==> config.mk <==
export PLATFORM = sky130hd
export DESIGN_NAME = audio_serial_out
export DESIGN_NICKNAME = d
export VERILOG_FILES = /design/src/rtl/aso_pkg.sv /design/src/rtl/aso_clk_sampler.sv /design/src/rtl/aso_slot_timer.sv /design/src/rtl/aso_word_buffer.sv /design/src/rtl/aso_bit_picker.sv /design/src/rtl/audio_serial_out.sv
export SDC_FILE = /design/constraint.sdc
export NUM_CORES = 1
export LEC_CHECK = 0
export ABC_AREA = 1
export CORE_ASPECT_RATIO = 1.4
export CORE_MARGIN = 5
export CORE_UTILIZATION = 30
export DETAILED_ROUTE_END_ITERATION = 8
export GPL_TIMING_DRIVEN = 0
export PLACE_DENSITY_LB_ADDON = 0.3
export SLEW_MARGIN = 20
export SYNTH_ARGS = -nofsm -noshare
export SYNTH_HDL_FRONTEND = slang
export SYNTH_SLANG_ARGS = --single-unit
==> constraint.sdc <==
create_clock -name clk -period 3.6 [get_ports clk]
set_clock_uncertainty 0.2 [all_clocks]
set_input_delay 0.72 -clock clk [delete_from_list [all_inputs] [get_ports clk]]
set_output_delay 0.72 -clock clk [all_outputs]
set_load 0.03 [all_outputs]
==> src/rtl/aso_pkg.sv <==
// Shared types for the serial audio output serializer.
package aso_pkg;

    // Framing selection carried on the two-bit format input.
    typedef enum logic [1:0] {
        FMT_LEFT  = 2'b00,
        FMT_I2S   = 2'b01,
        FMT_RIGHT = 2'b10,
        FMT_WORD  = 2'b11
    } fmt_e;

endpackage

==> src/rtl/aso_clk_sampler.sv <==
// Samples the external port clocks in the system clock domain and
// produces a one-cycle launch tick for each active bit-clock edge.
// Assumes: bclk, lrclk and wclk are slow against clk (each bclk phase
// lasts at least two clk cycles) and lrclk/wclk are stable around the
// active bclk edge; no metastability hardening is done here.
module aso_clk_sampler (
    input  logic clk,
    input  logic rst_n,
    input  logic bclk,
    input  logic lrclk,
    input  logic wclk,
    input  logic edge_sel,
    output logic tick,
    output logic lr_s,
    output logic wc_s
);

    logic bclk_q;
    logic bclk_d;

    // Register the port clocks; keep one older copy of bclk for edges.
    always_ff @(posedge clk) begin
        if (!rst_n) begin
            bclk_q <= 1'b0;
            bclk_d <= 1'b0;
            lr_s   <= 1'b0;
            wc_s   <= 1'b0;
        end else begin
            bclk_q <= bclk;
            bclk_d <= bclk_q;
            lr_s   <= lrclk;
            wc_s   <= wclk;
        end
    end

    // Pick the edge polarity that launches data.
    always_comb begin
        if (edge_sel) begin
            tick = bclk_d & ~bclk_q;
        end else begin
            tick = bclk_q & ~bclk_d;
        end
    end

endmodule

==> src/rtl/aso_slot_timer.sv <==
// Tracks channel slots: finds the slot start for the selected framing,
// counts launch ticks within the slot and marks the frame boundary
// (start of a left slot). Outputs the count and channel that apply to
// the current tick.
// Assumes: one tick per active bit-clock edge from the sampler.
module aso_slot_timer #(
    parameter int CNT_W = 6
) (
    input  logic             clk,
    input  logic             rst_n,
    input  logic             tick,
    input  logic             lr_s,
    input  logic             wc_s,
    input  aso_pkg::fmt_e    fmt,
    output logic [CNT_W-1:0] cnt_next,
    output logic             chan_next,
    output logic             slot_start,
    output logic             frame_start
);
    import aso_pkg::*;

    localparam logic [CNT_W-1:0] CNT_MAX = '1;

    logic [CNT_W-1:0] cnt;
    logic             chan;
    logic             lr_last;
    logic             wc_last;

    // Decide whether this tick opens a new slot.
    always_comb begin
        if (fmt == FMT_WORD) begin
            slot_start = tick & wc_s & ~wc_last;
        end else begin
            slot_start = tick & (lr_s ^ lr_last);
        end
        frame_start = slot_start & lr_s;
    end

    // Count and channel that the current tick uses.
    always_comb begin
        if (slot_start) begin
            cnt_next  = '0;
            chan_next = lr_s;
        end else begin
            cnt_next  = (cnt == CNT_MAX) ? cnt : cnt + 1'b1;
            chan_next = chan;
        end
    end

    // Hold slot state and clock levels seen at the last tick.
    always_ff @(posedge clk) begin
        if (!rst_n) begin
            cnt     <= CNT_MAX;
            chan    <= 1'b0;
            lr_last <= 1'b0;
            wc_last <= 1'b0;
        end else if (tick) begin
            cnt     <= cnt_next;
            chan    <= chan_next;
            lr_last <= lr_s;
            wc_last <= wc_s;
        end
    end

endmodule

==> src/rtl/aso_word_buffer.sv <==
// Two-level word storage: a pending pair filled by the load handshake
// and a shadow pair that feeds the shifter, swapped at frame boundaries.
// The current words are forwarded in the swap cycle so the first bit
// of the new frame already uses the new pair.
// Assumes: frame_start is a single-cycle pulse.
module aso_word_buffer #(
    parameter int WORD_W = 24
) (
    input  logic              clk,
    input  logic              rst_n,
    input  logic              load_valid,
    input  logic [WORD_W-1:0] left_in,
    input  logic [WORD_W-1:0] right_in,
    input  logic              frame_start,
    output logic              load_ready,
    output logic [WORD_W-1:0] left_cur,
    output logic [WORD_W-1:0] right_cur
);

    localparam int CHANS = 2;

    logic                         pend_v;
    logic                         take;
    logic                         swap;
    logic [CHANS-1:0][WORD_W-1:0] in_w;
    logic [CHANS-1:0][WORD_W-1:0] cur_w;

    assign load_ready = ~pend_v;
    assign take       = load_valid & ~pend_v;
    assign swap       = frame_start & pend_v;
    assign in_w[0]    = left_in;
    assign in_w[1]    = right_in;
    assign left_cur   = cur_w[0];
    assign right_cur  = cur_w[1];

    // Pending flag: set on a taken load, cleared by the frame swap.
    always_ff @(posedge clk) begin
        if (!rst_n) begin
            pend_v <= 1'b0;
        end else if (take) begin
            pend_v <= 1'b1;
        end else if (swap) begin
            pend_v <= 1'b0;
        end
    end

    for (genvar ch = 0; ch < CHANS; ch++) begin : g_chan
        logic [WORD_W-1:0] pend_w;
        logic [WORD_W-1:0] shad_w;

        // Capture the offered word for this channel.
        always_ff @(posedge clk) begin
            if (!rst_n) begin
                pend_w <= '0;
            end else if (take) begin
                pend_w <= in_w[ch];
            end
        end

        // Move the pending word into the shadow at the frame boundary.
        always_ff @(posedge clk) begin
            if (!rst_n) begin
                shad_w <= '0;
            end else if (swap) begin
                shad_w <= pend_w;
            end
        end

        // Forward the pending word during the swap cycle.
        assign cur_w[ch] = swap ? pend_w : shad_w;
    end

endmodule

==> src/rtl/aso_bit_picker.sv <==
// Chooses the bit launched on each tick from the slot count, the framing
// and the active channel word, applies mute and registers the data line.
// Assumes: RJ_BITS <= WORD_W and the counter is wide enough to reach
// RJ_DELAY + RJ_BITS without wrapping.
module aso_bit_picker #(
    parameter int WORD_W   = 24,
    parameter int RJ_BITS  = 16,
    parameter int RJ_DELAY = 16,
    parameter int CNT_W    = 6
) (
    input  logic              clk,
    input  logic              rst_n,
    input  logic              tick,
    input  aso_pkg::fmt_e     fmt,
    input  logic              mute,
    input  logic [CNT_W-1:0]  cnt_next,
    input  logic              chan_next,
    input  logic [WORD_W-1:0] left_cur,
    input  logic [WORD_W-1:0] right_cur,
    output logic              sdata
);
    import aso_pkg::*;

    localparam int REL_W = CNT_W + 1;

    logic [CNT_W-1:0]  off;
    logic [CNT_W-1:0]  nbits;
    logic [REL_W-1:0]  rel;
    logic [WORD_W-1:0] word;
    logic              bit_now;

    // Start offset and bit count of the selected framing.
    always_comb begin
        case (fmt)
            FMT_I2S: begin
                off   = CNT_W'(1);
                nbits = CNT_W'(WORD_W);
            end
            FMT_RIGHT: begin
                off   = CNT_W'(RJ_DELAY);
                nbits = CNT_W'(RJ_BITS);
            end
            default: begin
                off   = '0;
                nbits = CNT_W'(WORD_W);
            end
        endcase
    end

    // Select the word bit for this tick, MSB first, zero outside the word.
    always_comb begin
        rel     = {1'b0, cnt_next} - {1'b0, off};
        word    = chan_next ? left_cur : right_cur;
        bit_now = 1'b0;
        if ((cnt_next >= off) && (rel < {1'b0, nbits})) begin
            for (int i = 0; i < WORD_W; i++) begin
                if (rel == REL_W'(WORD_W - 1 - i)) begin
                    bit_now = word[i];
                end
            end
        end
        if (mute) begin
            bit_now = 1'b0;
        end
    end

    // Launch the chosen bit on the tick.
    always_ff @(posedge clk) begin
        if (!rst_n) begin
            sdata <= 1'b0;
        end else if (tick) begin
            sdata <= bit_now;
        end
    end

endmodule

==> src/rtl/audio_serial_out.sv <==
// Serial audio output serializer: frames 24-bit stereo words onto a
// four-wire port whose clocks are supplied from outside. Supports
// left-justified, I2S-style, right-justified and word-clock framings,
// selectable launch edge and a mute that zeroes the data line.
// Assumes: clk runs at least four times faster than bclk; format and
// edge selection change only while in reset.
module audio_serial_out #(
    parameter int WORD_W   = 24,
    parameter int RJ_BITS  = 16,
    parameter int RJ_DELAY = 16
) (
    input  logic              clk,
    input  logic              rst_n,
    input  logic              bclk,
    input  logic              lrclk,
    input  logic              wclk,
    input  logic              edge_sel,
    input  logic [1:0]        fmt,
    input  logic              mute,
    input  logic              load_valid,
    output logic              load_ready,
    input  logic [WORD_W-1:0] left_word,
    input  logic [WORD_W-1:0] right_word,
    output logic              sdata
);
    import aso_pkg::*;

    localparam int SPAN_RJ = RJ_DELAY + RJ_BITS;
    localparam int SPAN    = ((SPAN_RJ > WORD_W + 1) ? SPAN_RJ : WORD_W + 1) + 1;
    localparam int CNT_W   = $clog2(SPAN + 1);

    fmt_e              fmt_sel;
    logic              tick;
    logic              lr_s;
    logic              wc_s;
    logic [CNT_W-1:0]  cnt_next;
    logic              chan_next;
    logic              slot_start;
    logic              frame_start;
    logic [WORD_W-1:0] left_cur;
    logic [WORD_W-1:0] right_cur;

    assign fmt_sel = fmt_e'(fmt);

    aso_clk_sampler u_sampler (
        .clk      (clk),
        .rst_n    (rst_n),
        .bclk     (bclk),
        .lrclk    (lrclk),
        .wclk     (wclk),
        .edge_sel (edge_sel),
        .tick     (tick),
        .lr_s     (lr_s),
        .wc_s     (wc_s)
    );

    aso_slot_timer #(
        .CNT_W (CNT_W)
    ) u_timer (
        .clk         (clk),
        .rst_n       (rst_n),
        .tick        (tick),
        .lr_s        (lr_s),
        .wc_s        (wc_s),
        .fmt         (fmt_sel),
        .cnt_next    (cnt_next),
        .chan_next   (chan_next),
        .slot_start  (slot_start),
        .frame_start (frame_start)
    );

    aso_word_buffer #(
        .WORD_W (WORD_W)
    ) u_buffer (
        .clk         (clk),
        .rst_n       (rst_n),
        .load_valid  (load_valid),
        .left_in     (left_word),
        .right_in    (right_word),
        .frame_start (frame_start),
        .load_ready  (load_ready),
        .left_cur    (left_cur),
        .right_cur   (right_cur)
    );

    aso_bit_picker #(
        .WORD_W   (WORD_W),
        .RJ_BITS  (RJ_BITS),
        .RJ_DELAY (RJ_DELAY),
        .CNT_W    (CNT_W)
    ) u_picker (
        .clk       (clk),
        .rst_n     (rst_n),
        .tick      (tick),
        .fmt       (fmt_sel),
        .mute      (mute),
        .cnt_next  (cnt_next),
        .chan_next (chan_next),
        .left_cur  (left_cur),
        .right_cur (right_cur),
        .sdata     (sdata)
    );

endmodule

Word-level counts from Yosys, hierarchy flattened
Cells that the tools add are included.
W data, S select, Z words.
{"block": "word_totals", "ff_bits": 111, "in_bits": 58, "output_inout_bits": 2, "elab_cells": 99}
{"block": "op_classes", "add_sub_neg": 2, "n_lt_le_gt_ge": 2, "n_eq_ne": 27, "mux": 38, "bitwise_logic": 13, "n_reduce_logical": 3}
{"op": "$mux W24", "n": 3}
{"op": "$eq A7 B4 Y1 const B", "n": 8}
{"op": "$eq A7 B5 Y1 const B", "n": 8}
{"op": "$mux W1", "n": 31}
{"op": "$eq A7 B3 Y1 const B", "n": 4}
{"op": "$eq A7 B2 Y1 const B", "n": 2}
{"op": "$mux W6", "n": 2}
{"op": "$pmux W5 S2", "n": 1}
{"op": "$and A1 B1 Y1", "n": 8}
{"op": "$eq A7 B1 Y1 const B", "n": 1}
{"op": "$logic_not A7 Y1", "n": 1}
{"op": "$lt A7 B5 Y1", "n": 1}
{"op": "$sub A6 B5 Y7", "n": 1}
{"op": "$add A6 B1 Y6 const B", "n": 1}
{"op": "$eq A6 B6 Y1 const B", "n": 1}
{"op": "$ge A6 B5 Y1", "n": 1}
{"op": "$eq A2 B2 Y1 const B", "n": 2}
{"op": "$mux W4", "n": 1}
{"op": "$not A1 Y1", "n": 4}
{"op": "$eq A2 B1 Y1 const B", "n": 1}
{"op": "$reduce_bool A2 Y1", "n": 1}
{"op": "$logic_and A1 B1 Y1", "n": 1}
{"op": "$xor A1 B1 Y1", "n": 1}

Longest topological paths before layout
{"block": "depth", "ltp_word": 36, "depth_mapped": 33, "ltp_nobuf": 33}

Cells and area by module
Synthesis repeated with hierarchy kept, for this count alone.
{"block": "hier_totals", "hier_cells": 1023, "hier_area_um2": 6155.9}
{"module": "aso_word_buffer", "instances": 1, "cells_each": 722, "area_per_inst_um2": 4479.3, "seq_area_each_um2": 1941.9}
{"module": "aso_bit_picker", "instances": 1, "cells_each": 191, "area_per_inst_um2": 948.4, "seq_area_each_um2": 20.0}
{"module": "aso_slot_timer", "instances": 1, "cells_each": 92, "area_per_inst_um2": 593.1, "seq_area_each_um2": 180.2}
{"module": "aso_clk_sampler", "instances": 1, "cells_each": 18, "area_per_inst_um2": 135.1, "seq_area_each_um2": 80.1}

Least setup slack after synthesis
Ideal clock, no wire load.
{"block": "synth_path", "kind": "input to register", "startpoint": "in edge_sel", "endpoint": "reg u_picker.sdata", "setup_ns": 0.131, "arrival_time_ns": 3.132, "t_required_ns": 3.269, "slack_ns": 0.138, "stages": 29, "n_path_buf": 0, "path_cell_list": "inv_1 nand3b_1 nand2_2 nand2_2 nand2_1 ha_1 ha_1 xor2_4 inv_2 nor2_2 nand2_1 nor2_1 nor2_1 nand2_1 nand2_1 o21bai_1 nand2_1 nand2_1 nand3_1 nand2_1 nand3_1 nand2_1 nand2_1 nand2_1 nand2_1 nand2_1 nand3_1 nand2_1 a21oi_2"}
{"block": "synth_via", "elab_chain_cells": 34, "word_cells_on_any_way": 66, "cone_classes": "1 x add/sub; 2 x order compare; 23 x eq/ne; 33 x mux; 5 x bitwise; 2 x reduce/logical"}
{"element": "from (decl)", "line": "audio_serial_out.sv:17", "text": "input logic edge_sel,"}
{"element": "$mux W1 (*)", "line": "aso_clk_sampler.sv:38", "text": "if (edge_sel) begin"}
{"element": "branches (longest 33 deep; another with $sub A6 B5 Y7)"}
{"element": "to (signal assigned)", "line": "aso_bit_picker.sv:72", "text": "sdata <= bit_now;"}
{"element": "to (decl)", "line": "aso_bit_picker.sv:20", "text": "output logic sdata"}
Mark *: on every way between the ends.
A chain may end at the register's enable or synchronous reset.

Worst setup path after layout
{"block": "layout_path", "startpoint": "reg u_timer.cnt[0]", "endpoint": "reg u_picker.sdata"}
{"block": "layout_via", "elab_chain_cells": 31, "word_cells_on_any_way": 58, "cone_classes": "2 x add/sub; 2 x order compare; 24 x eq/ne; 28 x mux; 2 x reduce/logical"}
{"element": "from (decl)", "line": "aso_slot_timer.sv:24", "text": "logic [CNT_W-1:0] cnt;"}
{"element": "from (signal assigned)", "line": "aso_slot_timer.sv:58", "text": "cnt <= cnt_next;"}
{"element": "$add A6 B1 Y6 or $eq A6 B6 Y1 (tied branches)", "line": "aso_slot_timer.sv:45", "text": "cnt_next = (cnt == CNT_MAX) ? cnt : cnt + 1'b1;"}
{"element": "$mux W6 (*)", "line": "aso_slot_timer.sv:45"}
{"element": "$mux W6 (*)", "line": "aso_slot_timer.sv:41", "text": "if (slot_start) begin"}
{"element": "$sub A6 B5 Y7", "line": "aso_bit_picker.sv:52", "text": "rel = {1'b0, cnt_next} - {1'b0, off};"}
{"element": "$eq A7 B5 Y1", "line": "aso_bit_picker.sv:57", "text": "if (rel == REL_W'(WORD_W - 1 - i)) begin"}
{"element": "$mux W1 (24 in a row)", "line": "aso_bit_picker.sv:57"}
{"element": "$mux W1 (*)", "line": "aso_bit_picker.sv:55", "text": "if ((cnt_next >= off) && (rel < {1'b0, nbits})) begin"}
{"element": "$mux W1 (*)", "line": "aso_bit_picker.sv:62", "text": "if (mute) begin"}
Every way passes the cells marked *; elsewhere a longest branch is shown, timed or not.

==> impl_metrics.tcl <==
set metrics [dict create \
    status "finished, final reports clean" \
    cts_tree "built" \
    ys_seq_area_share_pct 44.5 \
    drt-pass1-iter-count 4 \
    coreArea_um2 16200 \
    crit_buf_inv 2 \
    design_area_um2 6360 \
    synth_ff_type "dfxtp_1" \
    die_h_um 163 \
    cellLeakagePower_nw 2.89 \
    portBuffers 58 \
    muxShareOfSynthArea_pct 5.61 \
    worstSetupEndpointType "flop" \
    vias_per_cell 4.61 \
    multi_input_area_um2 2510 \
    detail-route-antenna-nets 0 \
    grt_use_total_pct 13.8 \
    avgSynthCellArea_um2 7.23 \
    relSlewSlack_pct 59.0 \
    grt_max_degree 19 \
    min_period_ps 3500 \
    nets 834 \
    globalplace.congestion 0.874 \
    insertion_delay_ps 360 \
    num_rows 55 \
    async_flop_share_pct 0 \
    vdd_ir_drop_max_uv 192 \
    synth_simple_gate_area_share_pct 28.9 \
    cts_sinks 111 \
    post-route-drc-count 0 \
    synth_area_leaders "dfxtp_1 44%, nor2_1 11%, nand2_1 11%" \
    rsz0062_at_grt "true" \
    synthAdderAreaFrac_pct 1.00 \
    synth_seq_cells 111 \
    synth-compound-area-share_pct 11.5 \
    crit_type "reg2reg" \
    area_delta_synth_final_pct 27.4 \
    num_antenna_cells 0 \
    synth_nets 753 \
    synth_top_cell_by_area "dfxtp_1" \
    yosysTopAreaCellShare_pct 44.5 \
    vias 4496 \
    crit_top_cell "nand2_1" \
    antenna_found_initial 0 \
    grt_pass1_wl_mm 21.3 \
    slowest_stage "dfxtp_4" \
    ys_warn_count 0 \
    dp_hpwl_mm 10.1 \
    drt-initial-drc-count 233 \
    htreeDepth 3 \
    hold_viol_final 0 \
    hp-class "reg2reg" \
    slew_viol_final 0 \
    synthXorXnorAreaFrac_pct 1.05 \
    fill_cells 1734 \
    die_x_um 119 \
    synth_edf_count 0 \
    synth_most_common_cell "nor2_1" \
    hold_buffers 0 \
    wl_mm 13.3 \
    root_buffer "clkbuf_16" \
    fin_cells 976 \
    initial_core_util_pct 30.8 \
    routedWlPerCell_um 13.6 \
    largestRegisters "u_buffer.g_chan.pend_w: 48 flops, u_buffer.g_chan.shad_w: 48 flops, u_timer.cnt: 6 flops" \
    fp.dieArea_um2 19400 \
    grt_pass1_vias 4268 \
    critPathMaxStageDelay_ps 370 \
    startpoint_type "flop" \
    crit_path_max_fanout 4 \
    worstPathRequired_ps 3620 \
    cts.clk_slew.worst_paths_ps 70 \
    numCtsBuffers 9 \
    arrival_ps 3520 \
    io-pin-count 60 \
    dpl_cell_area_um2 5820 \
    tns_ps 0 \
    overflow 0 \
    regArea_um2 2230 \
    fin_crit_sh_pct 97.2 \
    setup_viol 0 \
    cap_viol_max_count 0 \
    ys_top_cells_by_count "145 x nor2_1, 142 x nand2_1, 111 x dfxtp_1" \
    powerDensity_nw_per_um2 469 \
    placed_cells 948 \
    cp_top_family "simple AND/OR/NAND/NOR gates" \
    clockBufferDepth 2 \
    max_slew.worst_pin.slew_ps 615 \
    drive_gt1_share_pct 10.9 \
    fmax_ghz 0.286 \
    netlist_instances 691 \
    synth_area_um2 4990 \
    synth_top_family_by_area "simple AND/OR/NAND/NOR gates" \
    synth_cell_type_count 37 \
]
[report_power, final]
group | internal, mW | switching (mW)
clock | 0.611 | 0.463
sequential | 1.28 | 0.0299
combinational | 0.241 | 0.355
[path summary, 6_finish.rpt]
| check | slack, ps | startpoint | end | cells after the start |
|---|---|---|---|---|
| setup / recovery | 100 | u_timer.cnt[0] | u_picker.sdata | 33 |
| hold / removal | 250 | u_buffer.g_chan[1].pend_w[18] | u_buffer.g_chan[1].pend_w[18] | 2 |
| setup reg to reg | 100 | u_timer.cnt[0] | u_picker.sdata | 33 |
| hold reg to reg | 250 | u_buffer.g_chan[1].pend_w[18] | u_buffer.g_chan[1].pend_w[18] | 2 |
[cell type report]
cell class / instances / share of cell area, %
clock inverters: 7 / 1.49
flip-flops and latches: 111 / 35.0
plain buffers: 34 / 2.56
well taps: 199 / 3.91
inverters: 60 / 3.62
multi-input cells: 486 / 39.4
clock buffers: 9 / 3.54
repair buffers: 70 / 10.4
[worst reg2reg max path: cells and delay by family (launching register included)]
kind,cells,cell delay [ps]
AOI/OAI and AO/OA,2,210
xor gates and xnor gates,1,160
and+or+nand+nor,25,1710
DFF,1,370
buffers and inverters,2,100
adders and majority gates,3,620
[kinds of logic (layout without fill, tap and decap cells)]
kind of cell | after synthesis | count (layout)
XOR/XNOR | 3 | 3
AND/OR/NAND/NOR | 346 | 346
flip-flops | 111 | 111
multiplexers | 28 | 28
buffers and inverters | 94 | 180
AO/OA/AOI/OAI | 105 | 105
adder cells (fa/ha/maj) | 4 | 4
[metrics by stage]
step | hold WS, ps | utilization [%] | total power, mW | setup slack, ps
2_1_floorplan | 229 | - | 1.68 | 138
3_3_place_gp | 239 | 35.9 | 1.85 | -910
3_5_place_dp | 247 | 35.9 | 1.85 | -895
4_1_cts | 256 | 38.5 | 2.95 | 5.84
5_1_grt | 281 | 39.2 | 3.12 | -156
6_report | 255 | 39.2 | 2.98 | 99.2
[per-layer routing]
metal  global-route usage, %  wire length (um)  up-vias
met3                    2.43               513       19
met5                       0                 0        -
met2                    24.6              6650       89
met4                    6.17               371        0
li1                        -                 -     2371
met1                    16.2              5730     2017
[cells in the final DEF, fill, tap and decap left out, types with 6 or more instances in the layout]
master and count:
nor2_1 142, nand2_1 138, dfxtp_1 109, o21ai_0 62
clkdlybuf4s50_1 55, inv_1 48, mux2i_1 27, clkbuf_1 23
nand3_1 22, a21oi_1 20, buf_4 15, nand4_1 12
nand2_2 9, clkbuf_16 9, inv_2 7, o211ai_1 6
[what timing repair did]
action,4_1_cts,5_1_grt
endpoints found under the hold margin,0,0
setup endpoints to repair,1,1
gates cloned,0,0
resized for setup,18,24
setup buffers,6,6
pin swaps,7,20
(Power assumes the default switching activity.)
